<file path="config.mk">
export PLATFORM = sky130hd
export DESIGN_NAME = baud_tick_gen
export DESIGN_NICKNAME = d
export VERILOG_FILES = /design/src/rtl/baud_gen_pkg.sv /design/src/rtl/baud_preset_table.sv /design/src/rtl/baud_inc_select.sv /design/src/rtl/baud_phase_accum.sv /design/src/rtl/baud_tick_gen.sv
export SDC_FILE = /design/constraint.sdc
export NUM_CORES = 1
export LEC_CHECK = 0
export ABC_AREA = 1
export BUFFER_PORTS_ARGS = -buffer_cell sky130_fd_sc_hd__clkbuf_2
export CAP_MARGIN = 20
export CELL_PAD_IN_SITES_DETAIL_PLACEMENT = 0
export CELL_PAD_IN_SITES_GLOBAL_PLACEMENT = 2
export CORE_MARGIN = 2
export CORE_UTILIZATION = 33
export DETAILED_ROUTE_END_ITERATION = 10
export GPL_ROUTABILITY_DRIVEN = 0
export GPL_TIMING_DRIVEN = 0
export MAX_ROUTING_LAYER = met4
export PLACE_DENSITY_LB_ADDON = 0.1
export SYNTH_ARGS = -nofsm -noshare
export SYNTH_HDL_FRONTEND = slang
export SYNTH_SLANG_ARGS = --single-unit
</file>
<file path="constraint.sdc">
create_clock -name clk -period 3.65 [get_ports clk]
set_input_delay 0.1825 -clock clk [delete_from_list [all_inputs] [get_ports clk]]
set_output_delay 0.1825 -clock clk [all_outputs]
set_load 0.01 [all_outputs]
</file>
<file path="src/rtl/baud_gen_pkg.sv">
package baud_gen_pkg;

    // accumulator width and preset table shape
    localparam int unsigned BG_ACC_W    = 16;
    localparam int unsigned BG_SEL_W    = 2;
    localparam int unsigned BG_BASE_INC = 2416;

    typedef logic [BG_ACC_W-1:0] bg_word_t;

    // registered state of the phase accumulator
    typedef struct packed {
        bg_word_t acc;
        logic     tick;
    } bg_state_t;

endpackage

</file>
<file path="src/rtl/baud_preset_table.sv">
module baud_preset_table
    import baud_gen_pkg::*;
#(
    parameter int unsigned SEL_W    = BG_SEL_W,
    parameter int unsigned ACC_W    = BG_ACC_W,
    parameter int unsigned BASE_INC = BG_BASE_INC
) (
    input  logic [SEL_W-1:0] sel_i,
    output logic [ACC_W-1:0] inc_o
);

    localparam int unsigned NUM_RATES = 1 << SEL_W;

    logic [ACC_W-1:0] table_w [NUM_RATES];

    // each step up the select doubles the rate
    for (genvar g = 0; g < NUM_RATES; g++) begin : g_rate
        localparam int unsigned INC_G = BASE_INC << g;
        assign table_w[g] = INC_G[ACC_W-1:0];
    end

    assign inc_o = table_w[sel_i];

endmodule

</file>
<file path="src/rtl/baud_inc_select.sv">
module baud_inc_select
    import baud_gen_pkg::*;
#(
    parameter int unsigned ACC_W = BG_ACC_W
) (
    input  logic             custom_en_i,
    input  logic [ACC_W-1:0] custom_inc_i,
    input  logic [ACC_W-1:0] preset_inc_i,
    output logic [ACC_W-1:0] inc_o
);

    always_comb begin
        inc_o = preset_inc_i;
        if (custom_en_i) begin
            inc_o = custom_inc_i;
        end
    end

endmodule

</file>
<file path="src/rtl/baud_phase_accum.sv">
module baud_phase_accum
    import baud_gen_pkg::*;
(
    input  logic     clk,
    input  logic     rst,
    input  bg_word_t inc_i,
    output bg_word_t acc_o,
    output logic     tick_o
);

    bg_state_t state_d;
    bg_state_t state_q;
    logic [BG_ACC_W:0] sum_w;

    always_comb begin
        sum_w         = {1'b0, state_q.acc} + {1'b0, inc_i};
        state_d.acc   = sum_w[BG_ACC_W-1:0];
        state_d.tick  = sum_w[BG_ACC_W];
        if (rst) begin
            state_d.acc  = '0;
            state_d.tick = 1'b0;
        end
    end

    always_ff @(posedge clk) begin
        state_q <= state_d;
    end

    assign acc_o  = state_q.acc;
    assign tick_o = state_q.tick;

endmodule

</file>
<file path="src/rtl/baud_tick_gen.sv">
module baud_tick_gen
    import baud_gen_pkg::*;
(
    input  logic                clk,
    input  logic                rst,
    input  logic [BG_SEL_W-1:0] rate_sel,
    input  logic                custom_en,
    input  logic [BG_ACC_W-1:0] custom_inc,
    output logic                tick_o
);

    bg_word_t preset_w;
    bg_word_t inc_w;
    bg_word_t acc_w;

    baud_preset_table #(
        .SEL_W   (BG_SEL_W),
        .ACC_W   (BG_ACC_W),
        .BASE_INC(BG_BASE_INC)
    ) table_i (
        .sel_i(rate_sel),
        .inc_o(preset_w)
    );

    baud_inc_select #(
        .ACC_W(BG_ACC_W)
    ) sel_i (
        .custom_en_i (custom_en),
        .custom_inc_i(custom_inc),
        .preset_inc_i(preset_w),
        .inc_o       (inc_w)
    );

    baud_phase_accum accum_i (
        .clk   (clk),
        .rst   (rst),
        .inc_i (inc_w),
        .acc_o (acc_w),
        .tick_o(tick_o)
    );

endmodule

</file>
# [Word level (Yosys, flattened, before mapping)]
# Index checks and enable logic that the tools add are counted.
[classes] add_sub_neg=1 n_lt_le_gt_ge=1 muxes=4 bitwise_logic=1
[ops] op="2-to-1 mux 16 bit" count=3
[ops] op="binary-select mux 16 bit (select 2 bit)" count=1
[ops] op="adder 16 x 16 -> 17 bit" count=1
[ops] op=">= comparator 3 bit (second input constant)" count=1
[ops] op="NOT 2 -> 3 bit" count=1
[word_totals] ff_bits=17 input_bits=21 out_inout_bits=1 wordCells=9

# [Longest topological paths before layout]
# Gate-level depths: netlist of the first run.
[logic_depth] depth_word=6 depth_mapped=14 depth_no_buf=14

# [Cells and area by module]
# Synthesis of the first run repeated with hierarchy kept, for this count alone.
[hier_totals] hier_cells=294 area_unflattened_um2=1789.2
[by_module_without_submodules] module="baud_phase_accum" n_inst=1 cells_per_inst=221 area_each_um2=1378.8 seq_area_each_um2=340.3
[by_module_without_submodules] module="baud_inc_select" n_inst=1 cells_per_inst=52 area_each_um2=244.0 seq_area_each_um2=0.0
[by_module_without_submodules] module="baud_preset_table" n_inst=1 cells_per_inst=21 area_each_um2=166.4 seq_area_each_um2=0.0

# [Least setup slack after synthesis of the first run]
# Ideal clock, no wire load.
[synth_timing] kind="input to register" start="input port rate_sel[0]" end="register accum_i.state_q, in the netlist accum_i.acc_o[13]" setup_ps=115 t_arrival_ps=1613 t_required_ps=3535 setup_slack_ps=1922 cell_stages=12 n_path_buf=0 path_cell_list="inv_1 -> ha_1 -> o21ai_0 -> ha_1 -> nand2_1 -> inv_1 -> nand2_1 -> nand2_1 -> a21oi_1 -> nand3_1 -> nand2_1 -> nor2_1"
[synth_between] elab_chain_cells=6
[synth_rtl] element="start: declaration" line_no="baud_tick_gen.sv:6" rtl="input logic [BG_SEL_W-1:0] rate_sel,"
[synth_rtl] element="NOT 2 -> 3 bit (not written as such)" line_no="baud_preset_table.sv:22" rtl="assign inc_o = table_w[sel_i];"
[synth_rtl] element="binary-select mux 16 bit (select 2 bit)" line_no="baud_preset_table.sv:22"
[synth_rtl] element="2-to-1 mux 16 bit (not written as such) (2 in a row)" line_no="baud_preset_table.sv:22"
[synth_rtl] element="2-to-1 mux 16 bit" line_no="baud_inc_select.sv:14" rtl="if (custom_en_i) begin"
[synth_rtl] element="adder 16 x 16 -> 17 bit" line_no="baud_phase_accum.sv:16" rtl="sum_w = {1'b0, state_q.acc} + {1'b0, inc_i};"
[synth_rtl] element="end signal: assignment" line_no="baud_phase_accum.sv:26" rtl="state_q <= state_d;"
[synth_rtl] element="end: declaration" line_no="baud_phase_accum.sv:12" rtl="bg_state_t state_q;"
# No other way between the ends. The select of a mux whose other input is x is not followed.
# A chain may end at the register's enable or synchronous reset.

# [Worst setup path after layout of the first run]
[layout_timing] start="input port custom_en" end="register accum_i.state_q, in the netlist accum_i.acc_o[10]"
[layout_between] elab_chain_cells=2
[layout_rtl] element="start: declaration" line_no="baud_tick_gen.sv:7" rtl="input logic custom_en,"
[layout_rtl] element="2-to-1 mux 16 bit" line_no="baud_inc_select.sv:14"
[layout_rtl] element="adder 16 x 16 -> 17 bit" line_no="baud_phase_accum.sv:16"
# No other way between the ends.

==> results by group, run 1 <==
Run status
  • Status: finished clean

Worst setup path
  • Crit Path Max Fanout: 10
  • WP data required: 3800 ps
  • Worst Setup Start Kind: primary input
  • Crit Path Category: in2reg
  • Nature of the critical path endpoint: flip-flop
  • Worst-case reg-to-reg path depth: 10
  • R2R setup slack: 1930 ps
  • RR Endpoint: accum_i.acc_o[10]$_SDFF_PP0_
  • CP arrival: 2070 ps
  • Crit path from: custom_en
  • Reg-to-reg startpoint: accum_i.acc_o[0]$_SDFF_PP0_

Min path
  • Hold Path End: accum_i.tick_o$_SDFF_PP0_
  • Worst Hold Class: in2reg
  • Hold Crit Depth: 2
  • Hold path start: rst

STA
  • Endpoints failing hold: 0
  • Post-route setup slack: 1740 ps
  • Final Setup Violations: 0
  • Max transition margin: 62.5%
  • Tcrit/Tclk final: 52.4%
  • Tmin final: 1910 ps
  • Worst Skew: 4.42 ps
  • RSZ-0062 raised after global routing: false
  • Max Slew Vio Count: 0
  • Sum Neg Setup Slack: 0 ps
  • Fmax: 0.523 GHz
  • Slew @ Worst Pin: 562 ps

Die
  • Site Rows: 25
  • Width of the die: 74.4 um
  • Initial core utilization: 34.4%
  • Die area: 0.00553 mm^2
  • Die height: 74.4 um
  • Core ar.: 0.00475 mm^2
  • IO Count: 22

Clock network
  • Num CTS Buffers: 3
  • CTS resizes: 0
  • Reg clk slew, reported paths: 70 ps
  • CTS tree: built
  • CTS Sinks: 17
  • Worst skew pair latency: 260 ps
  • CTS Buffer Depth: 2
  • CTS Hold Bufs: 0
  • Post-CTS setup buffers: 0
  • Root buf cell: clkbuf_8
  • Htree depth: 1

Global route
  • Grt total ovfl: 0
  • Total GRT Usage: 16.2%
  • Largest net degree at the start of global routing: 11
  • Initial antenna violation count: 0
  • Global-route wire length before repair: 6460 um
  • Vias in the first global route: 1399

Route
  • # DRC: 0
  • Vias: 1528
  • Drt via density: 4.32
  • 1st-iter DRT viols: 55
  • Drt total wl: 3850 um
  • Final ANT Viol Nets: 0
  • DRT Pass-1 Iters: 4
  • Wire per inst: 10.9 um

Pwr
  • Maximum vdd drop: 0.000159 V
  • Leakage Power: 0.00111 uW
  • Power Dens Cells: 469 mW/mm^2

Cells and area
  • Fin nets: 335
  • Layout area overhead: 14.3%
  • N_diodes: 0
  • Share of cells above drive strength 1: 14.3%

Synthesis
  • Synth area leaders: dfxtp_1 (21%), nand2_1 (20%), ha_1 (19%)
  • Post-synth EDFFs: 0
  • Post-synth ARST share: 0%
  • Seq/Total Area, Yosys: 20.8%
  • Most common cell in the synthesized netlist: nand2_1
  • YS warnings: 0
  • Synthesized cell area: 0.00163 mm^2
  • Yosys cell types: 22
  • Post-synthesis area per instance: 6.24 um^2
  • Largest area contributor in the netlist: dfxtp_1
  • Mapped Cells: 262
  • Commonest cells post-synth: nand2_1 (86), inv_1 (48), nor2_1 (27)
  • Synth top area share: 20.8%
  • Top_reg_cell synth: dfxtp_1
  • Synthesized Nets: 309
  • Yosys reg bits: 17

Place
  • DP HPWL: 3250 um
  • Place WS: 1420 ps
  • IO Port Bufs: 21

Run
  • Max cap viols: 0
## layer usage
metal  GRT usage [%]  part of all wire (%)  wire length [um]  vias up
met5               -                     0                 0        -
met4            4.17                   1.1                44        0
met3            2.03                   4.2               162        4
met2            26.2                    44              1680       34
met1            21.3                    51              1960      634
li1                -                     -                 -      856
## power by group
group          internal, uW  switching, uW
combinational           171            305
sequential              236           16.7
clock                  77.6           71.5
total                   484            393
## critical path, stage by stage
cell	delay [ps]
clkbuf_2	120
clkbuf_1	280
nand2_1	130
inv_1	50
ha_1	200
fa_1	390
nand2_1	150
nand2_1	70
nand3b_1	80
nand2_1	120
nand2_1	80
nand2_1	80
nor2_1	90
nor2_1	50
## registers in the layout, summed over array words and instances (netlist names)
name	count
accum_i.acc_o	16
accum_i.tick_o	1
## per-stage QoR
step / hold WS, ps / util [%] / power, uW / instance area (um^2) / cells
2_1_floorplan: 245 / - / 625 / 1630 / 262
3_3_place_gp: 426 / 38.3 / 738 / 1820 / 350
3_5_place_dp: 422 / 38.3 / 741 / 1820 / 350
4_1_cts: 145 / 39.3 / 895 / 1870 / 354
5_1_grt: 157 / 39.3 / 984 / 1870 / 354
6_report: 150 / 39.3 / 877 / 1870 / 354
## worst max-delay path by stage
stage	endpoint	depth (start not counted)
after floorplan	accum_i.acc_o[13]$_SDFF_PP0_	12
after global placement	accum_i.acc_o[10]$_SDFF_PP0_	14
after detailed placement	accum_i.acc_o[10]$_SDFF_PP0_	14
after CTS	accum_i.acc_o[10]$_SDFF_PP0_	14
after global routing	accum_i.acc_o[10]$_SDFF_PP0_	15
final	accum_i.acc_o[10]$_SDFF_PP0_	14
## cell type report
cell class,count,area (um^2)
fillers,562,2890
multi-input cells,193,1090
flip-flops and latches,17,340
inverters,49,184
repair buffers,21,105
well taps,67,83.8
clock buffers,4,45.0
plain buffers,3,18.8
## placed cells by master (no fill, tap or decap)
| cell | count |
|---|---|
| nand2_1 | 86 |
| inv_1 | 48 |
| nor2_1 | 27 |
| ha_1 | 25 |
| clkbuf_2 | 21 |
| a21oi_1 | 17 |
| dfxtp_1 | 17 |
| o21ai_0 | 12 |
| nand3_1 | 6 |
| nand2_2 | 4 |
| mux2_2 | 3 |
| clkbuf_1 | 3 |
| nor3_2 | 3 |
| clkbuf_8 | 3 |
| nand3b_1 | 2 |
| a21oi_2 | 2 |
| or2_1 | 1 |
| and2_2 | 1 |
| buf_6 | 1 |
| inv_2 | 1 |
| nor2_2 | 1 |
| nand3_2 | 1 |
| a211oi_1 | 1 |
| fa_1 | 1 |
## logic make-up after synthesis
group	after synthesis	synth area share (%)
DFF	17	20.8
adders and majority gates	26	20.4
muxes	3	2.07
AOI/OAI and AO/OA	32	10.4
and+or+nand+nor	132	33.9
buffers and inverters	52	12.4
No activity file was read; power rests on OpenSTA's default activity.
==> run 2, diff against run 1 <==
--- a/config.mk
+++ b/config.mk
@@ -5,7 +5,7 @@
 export SDC_FILE = /design/constraint.sdc
 export NUM_CORES = 1
 export LEC_CHECK = 0
-export ABC_AREA = 1
+export ABC_AREA = 0
 export BUFFER_PORTS_ARGS = -buffer_cell sky130_fd_sc_hd__clkbuf_2
 export CAP_MARGIN = 20
 export CELL_PAD_IN_SITES_DETAIL_PLACEMENT = 0
==> constraint.sdc (replaced) <==
create_clock -name clk -period 2 [get_ports clk]
set_input_delay 0.1 -clock clk [delete_from_list [all_inputs] [get_ports clk]]
set_output_delay 0.1 -clock clk [all_outputs]
set_load 0.01 [all_outputs]
==> results by group, run 2 <==
Run status
  • Status: finished, violations left
  • Failing checks: setup timing

Clock network
  • Root buf cell: clkbuf_8
  • CTS Sinks: 17
  • Worst skew pair latency: 260 ps
  • Reg clk slew, reported paths: 80 ps
  • CTS Hold Bufs: 0
  • CTS Buffer Depth: 2
  • Htree depth: 1
  • Num CTS Buffers: 3
  • CTS tree: built

Die
  • Site Rows: 24
  • Width of the die: 71.5 um
  • Core ar.: 0.00435 mm^2
  • Initial core utilization: 34.5%
  • Die height: 71.5 um
  • IO Count: 22
  • Die area: 0.00511 mm^2

Synthesis
  • Seq/Total Area, Yosys: 22.7%
  • Synth Area in Adders: 22.2%
  • Mux cell area share after synthesis: 10.4%
  • Synth area leaders: dfxtp_1 (23%), ha_1 (21%), nor2_1 (5.0%)
  • Yosys cell types: 36
  • Post-Synth Simple-Gate Area: 18.3%
  • Largest area contributor in the netlist: dfxtp_1
  • Yosys reg bits: 17
  • Mapped Cells: 175
  • Post-synth EDFFs: 0
  • Post-synth ARST share: 0%
  • YS warnings: 0
  • Xor and xnor area share after synthesis: 4.67%
  • Synthesized cell area: 0.00150 mm^2
  • Main combinational cell family by area after synthesis: adder cells
  • Synth top area share: 22.7%
  • Most common cell in the synthesized netlist: ha_1
  • Post-synthesis compound-gate area fraction: 19.3%
  • Post-synthesis area per instance: 8.58 um^2
  • Synthesized Nets: 222
  • Commonest cells post-synth: ha_1 (25), nor2_1 (20), dfxtp_1 (17)
  • Top_reg_cell synth: dfxtp_1

STA
  • Max transition margin: 63.5%
  • Slew @ Worst Pin: 548 ps
  • RSZ-0062 raised after global routing: true
  • Endpoints failing hold: 0
  • Tcrit/Tclk final: 105%
  • Post-route setup slack: -98.7 ps
  • Tmin final: 2100 ps
  • Final Setup Violations: 3
  • Fmax: 0.476 GHz
  • Max Slew Vio Count: 0
  • Worst Skew: 2.40 ps

Cells and area
  • Final Non-Filler Cells: 266
  • Most frequent cells in the layout: nor2_1 (19), clkbuf_2 (18), dfxtp_1 (16)
  • Max FFs per register: 16
  • N_diodes: 0
  • Fin nets: 262
  • Commonest non-fill, non-tap cell in the layout: nor2_1
  • Share of cells above drive strength 1: 43.0%
  • Fillers: 440
  • Layout area overhead: 43.7%

Route
  • Vias: 1393
  • Drt via density: 5.24
  • # DRC: 0
  • Final ANT Viol Nets: 0
  • DRT Pass-1 Iters: 4
  • 1st-iter DRT viols: 43
  • Wire per inst: 14.2 um
  • Drt total wl: 3780 um

Global route
  • Grt total ovfl: 0
  • Largest net degree at the start of global routing: 12
  • Initial antenna violation count: 0
  • Global-route wire length before repair: 6420 um
  • Total GRT Usage: 16.3%
  • Vias in the first global route: 1398

Pwr
  • Power Dens Cells: 1040 mW/mm^2
  • Maximum vdd drop: 0.000415 V
  • Leakage Power: 0.000929 uW
  • Total chip power: 2240 uW

Place
  • IO Port Bufs: 20
  • DP HPWL: 2830 um
  • Dpl cells: 247

Worst setup path
  • R2R setup slack: -100 ps
  • CP arrival: 2260 ps
  • Reg-to-reg startpoint: accum_i.acc_o[0]$_SDFF_PP0_
  • RR Endpoint: accum_i.acc_o[14]$_SDFF_PP0_
  • Crit Path Category: reg2reg
  • Worst-case reg-to-reg path depth: 7
  • Crit path from: accum_i.acc_o[0]$_SDFF_PP0_
  • WP data required: 2160 ps
  • Critical path destination: accum_i.acc_o[14]$_SDFF_PP0_
  • Worst Setup Start Kind: flip-flop
  • Nature of the critical path endpoint: flip-flop
  • Crit Path Max Fanout: 3

Run
  • Max cap viols: 0

Min path
  • Worst Hold Class: in2reg
  • Hold Crit Depth: 3
-- run 2: changes by cell type in the layout (fill, tap and decap cells not counted), sizes merged, moves of 5 or more --
cell | previous run | this run
nand2 | 90 | 15
inv | 49 | 6
buf | 1 | 18
nor2 | 28 | 20
nor2b | 0 | 8
mux2 | 3 | 10
nand3 | 7 | 1
a21o | 0 | 5
-- run 2: through the flow --
| stage | worst slack, ps | utilization (%) | TNS [ps] | hold slack (ps) | area, um^2 |
|---|---|---|---|---|---|
| 2_1_floorplan | -276 | - | -726 | 317 | 1590 |
| 3_3_place_gp | -557 | 40.3 | -3700 | 486 | 1750 |
| 3_5_place_dp | -576 | 40.3 | -4010 | 489 | 1750 |
| 4_1_cts | -107 | 43.7 | -327 | 235 | 1900 |
| 5_1_grt | -171 | 49.5 | -521 | 258 | 2160 |
| 6_report | -98.7 | 49.5 | -223 | 234 | 2160 |
-- run 2: routing by layer --
layer / vias to the layer above / routed length (um) / GRT usage, %
li1: 699 / - / -
met1: 660 / 1800 / 21.5
met2: 24 / 1750 / 25.3
met3: 10 / 133 / 2.39
met4: 0 / 97 / 6.08
met5: - / 0 / -
-- run 2: logic make-up (layout without fill, tap and decap cells) --
logic type / after synthesis / after routing
compound gates: 42 / 42
simple gates: 58 / 58
buf+inv: 10 / 49
flops: 17 / 17
xor+xnor: 8 / 8
mux: 14 / 14
fa+ha+maj: 26 / 26
-- run 2: critical path: stages, from the launching register on --
cell	delay, ps
dfxtp_2	340
ha_4	160
fa_2	330
a21o_1	210
a221o_2	400
a21oi_4	180
a21oi_2	80
mux2_4	290
-- run 2: repair_timing --
item | 4_1_cts | 5_1_grt
pin swaps | 12 | 16
setup buffers | 6 | 9
endpoints found under the setup margin | 8 | 9
gates resized for setup | 10 | 43
-- run 2: area by class of cell --
type | count | area, um^2 | area share [%]
well taps | 52 | 65.1 | 3.02
multi-input cells | 148 | 1400 | 64.8
plain buffers | 4 | 46.3 | 2.15
inverters | 6 | 27.5 | 1.28
repair buffers | 35 | 229 | 10.6
flip-flops and latches | 17 | 342 | 15.8
clock buffers | 3 | 41.3 | 1.91
clock inverters | 1 | 7.51 | 0.348
-- run 2: worst min path at each step --
stage	start	to	slack [ps]
floorplan	rst	accum_i.acc_o[10]$_SDFF_PP0_	320
global placement	rst	accum_i.acc_o[10]$_SDFF_PP0_	490
detailed placement	accum_i.tick_o$_SDFF_PP0_	tick_o	490
CTS	rst	accum_i.acc_o[10]$_SDFF_PP0_	230
global route	rst	accum_i.acc_o[15]$_SDFF_PP0_	260
finish	rst	accum_i.acc_o[13]$_SDFF_PP0_	230
-- run 2: report_power, final --
| group | leakage [uW] | switching (uW) | internal [uW] | total (uW) |
|---|---|---|---|---|
| Combinational | 0.000766 | 701 | 733 | 1430 |
| Sequential | 0.000141 | 61.1 | 453 | 514 |
| Clock | 0.0000217 | 148 | 141 | 288 |
